$ cat src/rtl/cdtimer_irq.sv
module cdtimer_irq #(
  parameter int VAL_W = 20,
  parameter int N_SRC = 5
) (
  input  logic        clk,
  input  logic        rst_n,
  input  logic        reg_wr,
  input  logic [3:0]  reg_be,
  input  logic [31:0] reg_wdata,
  output logic [31:0] reg_rdata,
  input  logic        tick,
  input  logic [N_SRC-1:0] src_req,
  output logic [7:0]  irq_status,
  output logic        irq
);
  localparam int B_RUN = 24;
  localparam int B_IEN = 25;
  localparam int B_ACK = 26;
  localparam int TMR_BIT = N_SRC;

  logic [VAL_W-1:0] count, reload;
  logic run, ien, pend;

  logic [31:0] lane_mask;
  assign lane_mask = {{8{reg_be[3]}}, {8{reg_be[2]}}, {8{reg_be[1]}}, {8{reg_be[0]}}};

  wire val_wr = reg_wr && (|reg_be[2:0]);
  wire ctl_wr = reg_wr && reg_be[3] && !reg_wdata[B_ACK];
  wire ack_wr = reg_wr && reg_be[3] && reg_wdata[B_ACK];
  wire step   = tick && run;
  wire expire = step && (count == VAL_W'(1)) && !val_wr;

  logic [VAL_W-1:0] val_next;
  assign val_next = (reload & ~lane_mask[VAL_W-1:0]) | (reg_wdata[VAL_W-1:0] & lane_mask[VAL_W-1:0]);

  always_ff @(posedge clk) begin
    if (!rst_n) begin
      count  <= '0;
      reload <= '0;
      run    <= 1'b0;
      ien    <= 1'b0;
      pend   <= 1'b0;
    end else begin
      if (val_wr) begin
        count  <= val_next;
        reload <= val_next;
      end else if (step) begin
        count <= (count == '0) ? reload : count - VAL_W'(1);
      end
      if (ctl_wr) begin
        run <= reg_wdata[B_RUN];
        ien <= reg_wdata[B_IEN];
      end
      if (expire && ien) pend <= 1'b1;
      else if (ack_wr)   pend <= 1'b0;
    end
  end

  always_comb begin
    reg_rdata = '0;
    reg_rdata[VAL_W-1:0] = count;
    reg_rdata[B_RUN] = run;
    reg_rdata[B_IEN] = ien;
    reg_rdata[B_ACK] = pend;
  end

  always_comb begin
    irq_status = '0;
    irq_status[N_SRC-1:0] = src_req;
    irq_status[TMR_BIT] = pend;
  end

  assign irq = |irq_status;

  a_r4_expiry_sets_flag: assert property (@(posedge clk) disable iff (!rst_n)
    (tick && reg_rdata[B_RUN] && reg_rdata[B_IEN] && reg_rdata[VAL_W-1:0] == VAL_W'(1) && !val_wr)
      |=> irq_status[TMR_BIT]);

  a_r5_no_spurious_flag: assert property (@(posedge clk) disable iff (!rst_n)
    (!reg_rdata[B_ACK] && !(tick && reg_rdata[B_RUN] && reg_rdata[VAL_W-1:0] == VAL_W'(1)))
      |=> !reg_rdata[B_ACK]);

  a_r3_decrement: assert property (@(posedge clk) disable iff (!rst_n)
    (tick && reg_rdata[B_RUN] && reg_rdata[VAL_W-1:0] > VAL_W'(1) && !val_wr)
      |=> reg_rdata[VAL_W-1:0] == $past(reg_rdata[VAL_W-1:0]) - VAL_W'(1));

  a_r6_reload: assert property (@(posedge clk) disable iff (!rst_n)
    (tick && reg_rdata[B_RUN] && reg_rdata[VAL_W-1:0] == '0 && !val_wr)
      |=> reg_rdata[VAL_W-1:0] == $past(reload));

  a_r7_ack_keeps_enables: assert property (@(posedge clk) disable iff (!rst_n)
    ack_wr |=> $stable(reg_rdata[B_IEN:B_RUN]));
endmodule

$ cat config.mk
export PLATFORM = sky130hd
export DESIGN_NAME = cdtimer_irq
export DESIGN_NICKNAME = d
export VERILOG_FILES = /design/src/rtl/cdtimer_irq.sv
export SDC_FILE = /design/constraint.sdc
export NUM_CORES = 1
export LEC_CHECK = 0
export ABC_CLOCK_PERIOD_IN_PS = 2090
export BUFFER_PORTS_ARGS = -buffer_cell sky130_fd_sc_hd__buf_2
export CAP_MARGIN = 25
export CELL_PAD_IN_SITES_DETAIL_PLACEMENT = 1
export CELL_PAD_IN_SITES_GLOBAL_PLACEMENT = 1
export CORE_MARGIN = 2
export CORE_UTILIZATION = 33
export DETAILED_ROUTE_END_ITERATION = 8
export PLACE_DENSITY = 0.8
export SETUP_SLACK_MARGIN = 0.2
export SLEW_MARGIN = 20
export SYNTH_ARGS = -nofsm -noshare
export SYNTH_HDL_FRONTEND = slang
export SYNTH_SLANG_ARGS = --single-unit
export TNS_END_PERCENT = 30
$ cat constraint.sdc
create_clock -name clk -period 2.09 [get_ports clk]
set_input_delay 0.418 -clock clk [delete_from_list [all_inputs] [get_ports clk]]
set_output_delay 0.418 -clock clk [all_outputs]
set_load 0.1 [all_outputs]
==> metrics <==
DP Area 3314 sq um; height of the die 95.64 microns; commonest cells after routing, fill and taps aside buf_2 (65), nand2_1 (37), buf_4 (37), dfxtp_1 (26), nand3_1 (23); Pwr Total 2.613 mW; vias per std cell 5.527; Final Cell Area 3638 sq um; Post-synth top flop dfxtp_1; worst path arrival time 2.23 ns; final hold violations 0; normalized max-slew margin 57.08%; Non-Filler Instances 539; final-report max-slew violation count 0; pwr dens 718.2 nW/um^2; met1 Usage GRT 25.29%; critical path startpoint category flop; first-pass GRT wire length 14950 microns; Setup Viol. Count Final 0; GRT Max-Usage Layer met2; drt first pass iters 4; instance count of the mapped netlist 349; vias in the first global route 3000; IO buf count 65; Max Fclk 489.5 MHz; setup TNS 0 ns; # rows 33; Gate power share 37.8%; Residual DRC 0; CTS tree yes; WL/cell 18.07 microns; met3 Resource Use GR 4.190%; RR Startpoint count[0]; Peak VDD IR 0.0002812 V; sw frac 40.08%; min Tclk post-route 2.043 ns; Post-synth EDFFs 0; fraction of layout cells with a size suffix above 1 41.01%; root buffer cell clkbuf_8; sequential element share of the synthesized area 31.06%; Worst Hold Launch reg_wdata[25]; worst-path fanout max 5; family with the most delay on the worst path simple AND/OR/NAND/NOR gates; routed wire length 9740 microns; worst setup margin 0.04692 ns; CP Launch Point count[0]; clock buffer depth 2; die area 9147 sq um; crit end category flop; Worst Tran Pin Value 0.6379 ns; Final HPWL DP 6789 microns; slowest CP cell or4b_4; clock skew 0.009011 ns; # placed instances 523; buffers and inverters on the worst path 2; mean area per synthesized cell 7.941 sq um; commonest non-fill, non-tap cell in the layout buf_2; Max Cap Viol 0; starting density of the core 33.90%; IO Pins 86; vias post-DR 2979; Switch Pwr 1.047 mW; RD Place Congestion 0.8535; count of cell types in the netlist 56; htree depth 2; CP cell instances inv_4, ha_4, or4b_4, or2_4, buf_6, mux2_4, a21oi_2, a21oi_1; initial antenna violation count 0; hold crit path type input pin to flop; met2 Usage GRT 36.25%; pre-CTS setup slack 0.03185 ns; kind of critical path flop to flop; Area contributors post-synth dfxtp_1 (31%), buf_4 (5.7%), mux2_2 (5.7%), nand2_1 (5.0%), a21boi_0 (4.6%); Clk pwr share 26.4%; status complete, no violations; grt total ovfl 0; Power Internal 1.566 mW; P&R area growth vs syn 31.29%; LEAKAGE 1.498 nW; sequential power share 35.8%; CP max stage delay 0.46 ns; Crit path required time 2.27 ns; unrepaired setup endpoints after global routing yes; CTS sink count 43; total CTS buffers 5; Netlist Area Pre-Place 2771 sq um; Final period util 97.75%; Yosys warning total 0; top cell type by total area after synthesis dfxtp_1; Routed Antenna Nets 0; core area 8175 sq um; layout net count 481; FFs w/ async S/R, synth 0%; number of synthesized register bits 43; clk_lat worst skew 0.31 ns; Die W 95.64 microns; Synth top area share 31.06%; Initial DRC Count 136; largest net degree at the start of global routing 24; n_diodes 0; clk slew on worst S/H paths 0.08 ns; Overall Global Routing Usage 21.08%
per-layer routing:
metal | wire length (microns) | part of all wire (%)
met2 | 4965 | 51
met1 | 4055 | 42
met4 | 260 | 2.7
met5 | 0 | 0
met3 | 458 | 4.7
power by group through the flow:
stage / clock (mW) / combinational (mW) / sequential [mW]
detailed placement: 0 / 0.903 / 0.947
floorplan: 0 / 0.478 / 1.15
CTS: 0.710 / 0.939 / 0.930
global route: 0.742 / 1.05 / 0.940
global placement: 0 / 0.885 / 0.944
finish: 0.691 / 0.988 / 0.935
final cells by class:
class | instances | area (sq um)
clock buffer | 6 | 82.58
fill | 1012 | 4537
clock inverter | 2 | 35.03
inverter | 4 | 20.02
multi-input combinational | 270 | 1800
sequential | 43 | 887.1
timing repair buffer | 109 | 681.9
tap | 105 | 131.4
state kept, by name, summed over array words and instances, names as in the netlist:
signal and count:
count 20, ien 1, pend 1, reload 20
run 1
logic make-up (layout without fill, tap and decap cells):
kind of cell    after synthesis  after routing  share of synthesized area, %
compound gates               93             93                         22.39
flops                        43             43                         31.06
simple gates                136            136                         25.24
mux                          20             20                         7.856
buf+inv                      46            121                         9.751
other cells                   1             11                        0.1353
xor+xnor                      7              7                         2.212
fa+ha+maj                     3              3                         1.355
worst min-delay path: stages:
cell     delay, ns
buf_2         0.08
mux2i_1       0.05
nor2b_1       0.09
worst paths after layout:
path,cells past startpoint,to,slack (ns)
worst min register to register,2,reload[8],0.47
worst max-delay path,8,count[18],0.05
worst max register to register,8,count[18],0.05
worst min-delay path,3,ien,0.38
repair_timing:
item,CTS,global route
pin swaps,9,21
hold buffers,0,0
gates resized for setup,15,23
setup endpoints to repair,19,20
buffers inserted,5,3
per-stage QoR:
step | hold slack, ns | util (%)
final | 0.3774 | 44.51
after global routing | 0.3900 | 44.51
after CTS | 0.3755 | 43.30
after detailed placement | 0.4598 | 40.54
after global placement | 0.4542 | 40.54
after floorplan | 0.4435 | -
synth_stat cells, types with 4 or more instances:
| cell type | count |
|---|---|
| nor2_1 | 24 |
| o21ai_0 | 21 |
| inv_1 | 4 |
| o311ai_0 | 4 |
| clkbuf_1 | 14 |
| a211oi_1 | 5 |
| nand3_1 | 24 |
| a21oi_1 | 16 |
| buf_4 | 21 |
| xnor2_1 | 4 |
| mux2_2 | 14 |
| a31oi_1 | 6 |
| dfxtp_1 | 43 |
| nand2_1 | 37 |
| mux2i_1 | 6 |
| nor2b_1 | 5 |
| nand4_1 | 6 |
| nor3_1 | 14 |
| nor4_1 | 5 |
| a21boi_0 | 17 |
Power figures use the tool's default switching activity.
